--- config.mk ---
export PLATFORM = sky130hd
export DESIGN_NAME = cfgword_streamer
export DESIGN_NICKNAME = d
export VERILOG_FILES = /design/src/rtl/cfs_pkg.sv /design/src/rtl/cfs_pulse_gen.sv /design/src/rtl/cfs_beat_sel.sv /design/src/rtl/cfgword_streamer.sv
export SDC_FILE = /design/constraint.sdc
export NUM_CORES = 1
export LEC_CHECK = 0
export BUFFER_PORTS_ARGS = -buffer_cell sky130_fd_sc_hd__buf_2
export CAP_MARGIN = 20
export CORE_MARGIN = 2
export CORE_UTILIZATION = 35
export DETAILED_ROUTE_END_ITERATION = 7
export PLACE_DENSITY = 0.74
export SYNTH_ARGS = -nofsm -noshare
export SYNTH_HDL_FRONTEND = slang
export SYNTH_SLANG_ARGS = --single-unit
--- constraint.sdc ---
create_clock -name clk -period 1.6 [get_ports clk]
set_clock_uncertainty 0.15 [all_clocks]
set_input_delay 0.16 -clock clk [delete_from_list [all_inputs] [get_ports clk]]
set_output_delay 0.16 -clock clk [all_outputs]
set_load 0.01 [all_outputs]
--- src/rtl/cfs_pkg.sv ---
package cfs_pkg;
  localparam int CFS_WORD_W = 32;
  localparam int CFS_BYTES  = CFS_WORD_W / 8;

  typedef logic [CFS_WORD_W-1:0] cfs_word_t;

  // Keep the low nb bytes; nb == 0 keeps the whole word.
  function automatic cfs_word_t cfs_keep_bytes(cfs_word_t w, logic [1:0] nb);
    cfs_word_t r;
    for (int b = 0; b < CFS_BYTES; b++) begin
      r[b*8 +: 8] = ((nb == 2'd0) || (b < int'(nb))) ? w[b*8 +: 8] : 8'h00;
    end
    return r;
  endfunction
endpackage

--- src/rtl/cfs_pulse_gen.sv ---
module cfs_pulse_gen #(
  parameter int CNT_W = 3
) (
  input  logic             clk,
  input  logic             rst_n,
  input  logic             run,
  input  logic             restart,
  input  logic [CNT_W-1:0] pulses_m1,
  output logic             dclk,
  output logic             beat_done
);
  logic [CNT_W-1:0] cnt_q;
  logic             dclk_q;

  assign dclk      = dclk_q;
  assign beat_done = run && dclk_q && (cnt_q == pulses_m1);

  always_ff @(posedge clk) begin
    if (!rst_n) begin
      cnt_q  <= '0;
      dclk_q <= 1'b0;
    end else if (restart) begin
      cnt_q  <= '0;
      dclk_q <= 1'b0;
    end else if (run) begin
      if (dclk_q) begin
        dclk_q <= 1'b0;
        cnt_q  <= cnt_q + 1'b1;
      end else begin
        dclk_q <= 1'b1;
      end
    end
  end
endmodule

--- src/rtl/cfs_beat_sel.sv ---
module cfs_beat_sel #(
  parameter int WORD_W   = 32,
  parameter int NARROW_W = 16,
  localparam int BEATS   = WORD_W / NARROW_W,
  localparam int BEAT_W  = (BEATS > 1) ? $clog2(BEATS) : 1
) (
  input  logic [WORD_W-1:0] word,
  input  logic              wide,
  input  logic [BEAT_W-1:0] beat,
  output logic [WORD_W-1:0] bus
);
  logic [NARROW_W-1:0] slice [BEATS];

  for (genvar k = 0; k < BEATS; k++) begin : g_slice
    assign slice[k] = word[k*NARROW_W +: NARROW_W];
  end

  always_comb begin
    if (wide) bus = word;
    else      bus = {{(WORD_W-NARROW_W){1'b0}}, slice[beat]};
  end
endmodule

--- src/rtl/cfgword_streamer.sv ---
module cfgword_streamer
  import cfs_pkg::*;
#(
  parameter int NARROW_W = 16,
  parameter int RATIO_W  = 2
) (
  input  logic                  clk,
  input  logic                  rst_n,
  input  logic                  xfer_en,
  input  logic                  wide_sel,
  input  logic [RATIO_W-1:0]    ratio_sel,
  input  logic                  in_valid,
  output logic                  in_ready,
  input  logic [CFS_WORD_W-1:0] in_data,
  input  logic [1:0]            in_tail_bytes,
  output logic [CFS_WORD_W-1:0] cfg_data,
  output logic                  dclk
);
  localparam int BEATS  = CFS_WORD_W / NARROW_W;
  localparam int BEAT_W = (BEATS > 1) ? $clog2(BEATS) : 1;
  localparam int CNT_W  = (2 ** RATIO_W) - 1;

  logic                busy_q;
  logic                wide_q;
  logic [RATIO_W-1:0]  ratio_q;
  cfs_word_t           word_q;
  logic [BEAT_W-1:0]   beat_q;
  logic                accept;
  logic                beat_done;
  logic                last_beat;
  logic [CNT_W:0]      pulse_onehot;
  logic [CNT_W-1:0]    pulses_m1;

  assign in_ready  = xfer_en && !busy_q;
  assign accept    = in_valid && in_ready;
  assign last_beat = wide_q || (beat_q == BEAT_W'(BEATS - 1));

  assign pulse_onehot = (CNT_W+1)'(1) << ratio_q;
  assign pulses_m1    = CNT_W'(pulse_onehot - (CNT_W+1)'(1));

  always_ff @(posedge clk) begin
    if (!rst_n) begin
      busy_q  <= 1'b0;
      wide_q  <= 1'b0;
      ratio_q <= '0;
      word_q  <= '0;
      beat_q  <= '0;
    end else if (accept) begin
      busy_q  <= 1'b1;
      wide_q  <= wide_sel;
      ratio_q <= ratio_sel;
      word_q  <= cfs_keep_bytes(in_data, in_tail_bytes);
      beat_q  <= '0;
    end else if (beat_done) begin
      if (!xfer_en || last_beat) busy_q <= 1'b0;
      else                       beat_q <= beat_q + 1'b1;
    end
  end

  cfs_pulse_gen #(.CNT_W(CNT_W)) u_pulse (
    .clk       (clk),
    .rst_n     (rst_n),
    .run       (busy_q),
    .restart   (accept || beat_done),
    .pulses_m1 (pulses_m1),
    .dclk      (dclk),
    .beat_done (beat_done)
  );

  cfs_beat_sel #(.WORD_W(CFS_WORD_W), .NARROW_W(NARROW_W)) u_sel (
    .word (word_q),
    .wide (wide_q),
    .beat (beat_q),
    .bus  (cfg_data)
  );
endmodule

[After elaboration in Yosys (flattened, before gate mapping)]
Cells that the tools add are included.
Storage, ports and cells
  bits in registers: 41
  latch bits: 0
  RAM bits: 0
  memory bits (read-only): 0
  output and inout port bits: 34
  memories kept: 0
Operators by class
  add/sub/neg operators: 3
  multipliers: 0
  divide/modulo/power cells: 0
  $lt $le $gt $ge: 4
  eq/ne operators: 1
  shift-type cells: 1
  mux-type cells: 12
  bitwise operators: 3
  reductions and logical operators: 20
Operators with widths (number)
  2-to-1 mux 16 bit: 3
  2-to-1 mux 32 bit: 1
  2-to-1 mux 8 bit: 4
  logical OR 1 bit: 6
  AND reduction 2 bit: 3
  logical AND 1 bit: 4
  < comparator 1 x 2 -> 1 bit, first input constant: 2
  2-to-1 mux 1 bit: 4
  nonzero test 2 bit: 2
  OR reduction 2 bit: 2
  adder 3 x 1 -> 3 bit, second input constant: 1
  equality test 3 bit: 1
  << shifter 1 x 2 -> 3 bit, first input constant: 1
  subtractor 3 x 1 -> 3 bit, second input constant: 1
  >= comparator 2 bit, second input constant: 1
  zero test 1 bit: 2
  zero test 2 bit: 1
  < comparator 2 bit, first input constant: 1
  inverter 1 bit: 2
  inverter 1 -> 2 bit: 1
  adder 1 bit, second input constant: 1

[Depth between registers and ports, before layout]
Gate-level depths: netlist (run 1).
  depth in word-level cells: 6
  gate-level depth with buffers: 6
  depth with buffers taken out: 4

[Hierarchy]
Synthesis (run 1) repeated with hierarchy kept, for this count alone.
Unflattened totals
  cells, all modules: 233
  area total of the unflattened synthesis: 2265.9 sq um
Modules (own cells, without submodules)
  cfgword_streamer: times used 1, cells an instance 172, area an instance 1660.3 sq um, sequential area each 740.7 sq um
  cfs_beat_sel: times used 1, cells an instance 36, area an instance 374.1 sq um, sequential area each 0.0 sq um
  cfs_pulse_gen: times used 1, cells an instance 25, area an instance 231.5 sq um, sequential area each 80.1 sq um

[Least setup slack after synthesis (run 1)]
Ideal clock, no wire load.
  path kind: reg2reg
  start: register u_pulse.cnt_q[2]
  end: register u_pulse.cnt_q[1]
  data arrival time: 1.347 ns
  path slack: 0.033 ns
  stages on the path, launching flop included: 5
  clock period less this slack: 1.567 ns
  path through: dfxtp_1 > and3_1 > o211a_1 > or4b_1 > a21oi_1
On the way
  word-level cells in the longest chain between the ends: 4
RTL lines
  start, declared: line cfs_pulse_gen.sv:12  | logic [CNT_W-1:0] cnt_q;
  start signal, assigned: line cfs_pulse_gen.sv:28  | cnt_q <= cnt_q + 1'b1;
  equality test 3 bit: line cfs_pulse_gen.sv:16  | assign beat_done = run && dclk_q && (cnt_q == pulses_m1);
  logical AND 1 bit: line cfs_pulse_gen.sv:16
  logical OR 1 bit: line cfgword_streamer.sv:64  | .restart (accept || beat_done),
  OR reduction 2 bit (no source line)
No other way between the ends.
A chain may end at the register's enable or synchronous reset.

[Worst setup path in the final report (run 1)]
  start: register wide_q
  end: output cfg_data[0]
On the way
  word-level cells in the longest chain between the ends: 1
RTL lines
  start, declared: line cfgword_streamer.sv:24  | logic wide_q;
  start signal, assigned: line cfgword_streamer.sv:50  | wide_q <= wide_sel;
  2-to-1 mux 32 bit: line cfs_beat_sel.sv:19  | if (wide) bus = word;
  end, declared: line cfgword_streamer.sv:16  | output logic [CFS_WORD_W-1:0] cfg_data,
No other way between the ends.

==> results of run 1 <==
==> per-layer routing <==
layer / vias to the layer above / share of wire [%]
li1: 1017 / -
met3: 10 / 4.3
met5: - / 0
met1: 958 / 43
met4: 0 / 1.5
met2: 57 / 51
==> stage by stage <==
| step | cell area (µm²) | setup WS (ns) | util (%) | cells | total power, mW |
|---|---|---|---|---|---|
| after floorplan | 2040 | 0.0331 | - | 236 | 1.25 |
| after global placement | 2530 | 0.0187 | 45.4 | 377 | 1.37 |
| after detailed placement | 2530 | -0.0180 | 45.4 | 377 | 1.38 |
| after CTS | 3150 | -0.105 | 56.5 | 416 | 2.33 |
| after global routing | 3190 | -0.149 | 57.2 | 416 | 2.42 |
| final | 3190 | -0.0976 | 57.2 | 416 | 2.32 |
==> report_power, final <==
group / switching [mW] / total, mW / internal (mW)
combinational: 0.163 / 0.380 / 0.216
sequential: 0.0266 / 1.08 / 1.06
clock: 0.348 / 0.857 / 0.509
total: 0.538 / 2.32 / 1.78
==> synth_stat cells (2+ instances only) <==
master     n
and2_1    17
clkbuf_1  10
nand3b_1  16
nand2_1   51
a21oi_1    4
nor3b_1    3
nor2_1     4
inv_1      4
ha_1       3
mux2_2    17
nand3_1    9
buf_2      6
a21boi_0  35
nand4b_1   2
dfxtp_1   41
==> layout make-up <==
cell class / instances / area (µm²) / area share (%)
inverter: 4 / 15.0 / 0.471
sequential: 41 / 828 / 26.0
tap: 72 / 90.1 / 2.83
clock buffer: 7 / 86.3 / 2.71
clock inverter: 1 / 30.0 / 0.942
multi-input combinational: 175 / 1240 / 38.9
timing repair buffer: 116 / 900 / 28.2
==> kinds of logic (layout without fill, tap and decap cells) <==
kind of cell               after synthesis  count (layout)
DFF                                     41              41
adders and majority gates                3               3
and+or+nand+nor                        107             107
buffers and inverters                   20             128
AOI/OAI and AO/OA                       47              47
muxes                                   17              17
xor gates and xnor gates                 1               1
==> placed cells by master (no fill, tap or decap), types with 2 or more instances in the layout <==
master | netlist | routed
a21boi_0 | 35 | 35
a21oi_1 | 4 | 3
and2_1 | 17 | 17
buf_2 | 6 | 58
buf_4 | 0 | 9
buf_6 | 0 | 19
clkbuf_8 | 0 | 6
dfxtp_1 | 41 | 35
dfxtp_2 | 0 | 6
dlygate4sd3_1 | 0 | 28
ha_1 | 3 | 3
inv_1 | 4 | 4
mux2_4 | 0 | 16
nand2_1 | 51 | 51
nand3_1 | 9 | 9
nand3b_1 | 16 | 16
nand4b_1 | 2 | 2
nor2_1 | 4 | 4
nor3b_1 | 3 | 3
==> what timing repair did <==
| item | 4_1_cts | 5_1_grt |
|---|---|---|
| endpoints found under the hold margin | 28 | 0 |
| pin swaps | 2 | 0 |
| gates resized for setup | 41 | 8 |
| setup endpoints to repair | 17 | 19 |
| cloned | 1 | 0 |
| setup buffers | 2 | 0 |
| hold buffers | 28 | 0 |
==> state kept, by name (all words and copies together) (netlist names) <==
signal,cells
busy_q,1
ratio_q,2
u_pulse.cnt_q,3
beat_q,1
wide_q,1
u_pulse.dclk,1
word_q,32
==> how the worst max path moves through the flow <==
stage	startpoint	endpoint	slack, ns	depth (start not counted)
after floorplan	u_pulse.cnt_q[2]$_SDFFE_PP0P_	u_pulse.cnt_q[1]$_SDFFE_PP0P_	0.03	4
after global routing	wide_q$_SDFFE_PN0P_	cfg_data[0]	-0.15	4
after detailed placement	ratio_q[1]$_SDFFE_PN0P_	u_pulse.cnt_q[1]$_SDFFE_PP0P_	-0.02	4
after global placement	ratio_q[1]$_SDFFE_PN0P_	u_pulse.cnt_q[1]$_SDFFE_PP0P_	0.02	4
after CTS	wide_q$_SDFFE_PN0P_	cfg_data[0]	-0.11	4
final	wide_q$_SDFFE_PN0P_	cfg_data[0]	-0.1	4
==> worst max-delay path, stage by stage (launching register included) <==
cell and delay, ns:
dfxtp_2 0.33, nand2b_4 0.17, buf_12 0.15, mux2_4 0.32, buf_6 0.12
==> flow_summary.ini, run 1 <==
[drt]
post_drt_wl_per_cell_um = 14.4
drtAntennaViolNets = 0
drtIter0Drc = 68
drt_wl_total_um = 6000
vias = 2042
routed_via_density = 4.91
firstDrtPassIters = 4
drc = 0

[status]
violations = negative setup slack
status = finished, violations left

[min_path]
hold_class = input port to flip-flop
hold_start = in_data[21]
hold_end = word_q[21]$_SDFFE_PN0P_
holdPathStages = 3

[clock_tree]
clock_path_buffers = 2
clock_sinks = 41
cts_buffers = 5
cts_tree = done
path_clk_slew_ns = 0.08
cts-root-buf = clkbuf_8
ctsHtreeMaxLevel = 2
insertion_delay_ns = 0.29

[yosys]
ys_ff_latch = 41
synth_compound_area_share_pct = 16.9
synthSimpleGateAreaFrac_pct = 27.3
synth_fa_ha_area_share_pct = 1.84
synth_area_leaders = dfxtp_1 40%, a21boi_0 13%, nand2_1 9.4%
synth_edf_count = 0
synth_top_area_cell = dfxtp_1
synth_top_area_share_pct = 40.2
synth_seq_area_share_pct = 40.2
synth-xor-area-share_pct = 0.429
synth.net_count = 280
ys.flop_type = dfxtp_1
synth_cell_types = 29
ys_warn_count = 0
syn_inst = 236
avgSynthCellArea_um2 = 8.66
async_flop_share_pct = 0
synth_top_family_by_area = simple AND/OR/NAND/NOR gates
muxShareOfSynthArea_pct = 9.37
syn_area_um2 = 2040

[global_route]
groute.layer.met3.usage_pct = 3.71
grt_overflow_total = 0
grt_busiest_layer = met2
grt_antenna_before_repair = 0
use_met2_pct = 35.8
use_met1_pct = 23.4
grt_max_degree = 22
grt_pass1_wl_um = 9840
grt_pass1_vias = 2085
grt_usage_pct = 19.8

[flow_run]
max-cap-violations = 0

[sta]
tightestPinTransition_ns = 0.358
layout_min_cycle_time_ns = 1.70
hold_slack_ns = 0.00120
rsz0062_at_grt = yes
drv_slew = 0
maxSlewHeadroom_pct = 76.0
finalSetupTns_ns = -1.31
setup_viol = 16
post-route-period-util_pct = 106
finalHoldViolCount = 0
max_freq_mhz = 589
setup_slack_ns = -0.0976

[setup_path]
critPathLaunchType = flip-flop
arrival_ns = 1.39
worstReg2RegStart = u_pulse.cnt_q[2]$_SDFFE_PP0P_
worstPathRequired_ns = 1.29
end_kind = primary output
reg2reg_depth = 4
path_class = flip-flop to primary output
critical_path.max_fanout = 7
r2r-end = u_pulse.cnt_q[1]$_SDFFE_PP0P_
rrSetupSlack_ns = 0.01

[die]
num_rows = 27
design.core.area_um2 = 5570
start_util_pct = 36.7
die-width_um = 80.4
die_area_um2 = 6460
dieHeight_um = 80.4
ioPinCount = 75

[cells_and_area]
area_growth_syn_to_layout_pct = 56.0
drive_gt1_share_pct = 36.3
n_antenna_cell = 0
fillCellCount = 524
nNetsFinal = 387

[pwr]
power_per_cell_area_nw_per_um2 = 727
ir_drop_uv = 395
p_leak_nw = 1.39

[place]
place.gp.congestion = 0.736
dp_hpwl_um = 3860
portBuffers = 74
(Power assumes the default switching activity.)
==> inputs of run 2 (changes only) <==
PLACE_DENSITY = 0.73   (was 0.74)
SYNTH_HIERARCHICAL = 1   (was default)
==> flow_summary.ini, run 2 <==
[setup_path]
path_delay_family = simple AND/OR/NAND/NOR gates
critPathLaunchType = flip-flop
crit_buf_inv = 0
worstPathRequired_ns = 1.67
path_class = flip-flop to flip-flop
critPathSlowestCell = or3b_1
critical_path.max_fanout = 4
cp_slowest_stage_delay_ns = 0.34
end_kind = flip-flop
arrival_ns = 1.78
crit_chain = or2_4 -> xor2_4 -> nor4_4 -> or2_4 -> or3b_1 -> mux2i_1
cp_common_cell = or2_4

[die]
start_util_pct = 35.9
dieHeight_um = 84.5
ioPinCount = 75
die_area_um2 = 7130
die-width_um = 84.5
num_rows = 29
design.core.area_um2 = 6310

[place]
place_area_um2 = 2650
dp_hpwl_um = 3550
portBuffers = 74
dp_worst_setup_slack_ns = -0.156
place.gp.congestion = 0.805
dp_cells = 373

[yosys]
async_flop_share_pct = 0
synth_edf_count = 0
avgSynthCellArea_um2 = 9.72
synth_top_area_share_pct = 36.2
synth_cell_types = 31
synth_top_area_cell = dfxtp_1
synth_seq_area_share_pct = 36.2
synth_area_leaders = dfxtp_1 36%, mux2i_1 16%, nand2_1 7.8%
ys_warn_count = 6
syn_inst = 233
synthTopCellsByCount = 47 x nand2_1, 41 x dfxtp_1, 36 x mux2i_1
syn_area_um2 = 2270
ys.flop_type = dfxtp_1
synth.net_count = 277
synthMostInstantiatedCell = nand2_1
ys_ff_latch = 41

[cells_and_area]
largest_reg_flops = 32
fillCellCount = 579
final_cell_mix = 58 x buf_2, 47 x nand2_1, 37 x dfxtp_1
nNetsFinal = 381
top_regs = word_q x32, u_pulse/cnt_q x3, ratio_q x2
fin_cells = 415
top_register = word_q
final_common_cell = buf_2
drive_gt1_share_pct = 39.6
n_antenna_cell = 0
area_growth_syn_to_layout_pct = 45.0
design_area_um2 = 3290

[drt]
vias = 1957
drc = 0
firstDrtPassIters = 4
drtAntennaViolNets = 0
drt_wl_total_um = 5510
post_drt_wl_per_cell_um = 13.3
routed_via_density = 4.72
drtIter0Drc = 67

[clock_tree]
path_clk_slew_ns = 0.08
clock_sinks = 41
insertion_delay_ns = 0.28
cts_buffers = 5
cts_tree = done
clock_path_buffers = 2
ctsHtreeMaxLevel = 2
cts-root-buf = clkbuf_8

[sta]
tightestPinTransition_ns = 0.375
setup_slack_ns = -0.112
drv_slew = 0
post-route-period-util_pct = 107
maxSlewHeadroom_pct = 75.0
setup_viol = 21
hold_slack_ns = 0.00791
layout_min_cycle_time_ns = 1.71
max_freq_mhz = 584
rsz0062_at_grt = yes
finalHoldViolCount = 0

[global_route]
grt_antenna_before_repair = 0
grt_overflow_total = 0
grt_usage_pct = 15.7
grt_pass1_wl_um = 9050
grt_max_degree = 37
grt_pass1_vias = 1999

[pwr]
power_per_cell_area_nw_per_um2 = 680
p_leak_nw = 1.50
ir_drop_uv = 404

[status]
violations = negative setup slack
status = finished, violations left

[flow_run]
max-cap-violations = 0

[min_path]
hold_class = input port to flip-flop
==> run 2: power breakdown <==
group          switching, mW  total (mW)  internal [mW]
clock network          0.341       0.731          0.390
logic                  0.179       0.421          0.242
registers             0.0240        1.08           1.06
==> run 2: path summary, 6_finish.rpt <==
path	from	end	slack [ns]	cells after the start
max	ratio_q[1]$_SDFFE_PN0P_	u_pulse/cnt_q[2]$_SDFFE_PP0P_	-0.11	6
min reg2reg	word_q[9]$_SDFFE_PN0P_	word_q[9]$_SDFFE_PN0P_	0.31	2
max reg2reg	ratio_q[1]$_SDFFE_PN0P_	u_pulse/cnt_q[2]$_SDFFE_PP0P_	-0.11	6
min	in_data[29]	word_q[29]$_SDFFE_PN0P_	0.008	3
==> run 2: worst register-to-register path, cell delays in order, from the launching register on <==
cell,delay (ns)
dfxtp_2,0.33
or2_4,0.27
xor2_4,0.16
nor4_4,0.05
or2_4,0.23
or3b_1,0.34
mux2i_1,0.11
==> run 2: logic make-up (layout without fill, tap and decap cells) <==
| family | count (synthesis) | in the layout | synth area share (%) |
|---|---|---|---|
| flip-flops | 41 | 41 | 36.2 |
| adder cells (fa/ha/maj) | 3 | 3 | 1.66 |
| AND/OR/NAND/NOR | 103 | 103 | 24.7 |
| multiplexers | 52 | 52 | 25.5 |
| AO/OA/AOI/OAI | 7 | 7 | 2.82 |
| buffers and inverters | 23 | 128 | 7.51 |
| XOR/XNOR | 4 | 4 | 1.55 |
==> run 2: layer usage <==
metal  share of wire, %  wire length, µm  track usage [%]  vias to the layer above
li1                   -                -                -                      986
met1                 44             2430             18.2                      909
met2                 51             2800             29.4                       55
met3                3.7              206             2.75                        7
met4                1.3               74             4.62                        0
met5                  0                0                0                        -
==> run 2: what timing repair did <==
action,in CTS,in global routing
endpoints found under the setup margin,21,21
setup buffers,4,1
hold buffers,29,0
endpoints found under the hold margin,29,0
resized for setup,29,4
pin swaps,4,1
==> run 2: metrics by stage <==
stage                     power (mW)  utilization, %  TNS, ns
final                           2.23            52.0    -1.04
after global routing            2.35            52.0    -2.24
after CTS                       2.26            51.6    -1.17
after detailed placement        1.43            42.0   -0.562
after global placement          1.42            42.0   -0.397
after floorplan                 1.32               -  -0.0504
==> run 2: final cells by class <==
cell class                      count  area (µm²)  area share, %
Inverter                            4        15.0          0.457
Clock inverter                      1        5.00          0.152
Timing Repair Buffer              116         887           27.0
Sequential cell                    41         826           25.1
Tap cell                           77        96.3           2.93
Multi-Input combinational cell    169        1360           41.4
Clock buffer                        7        96.3           2.93
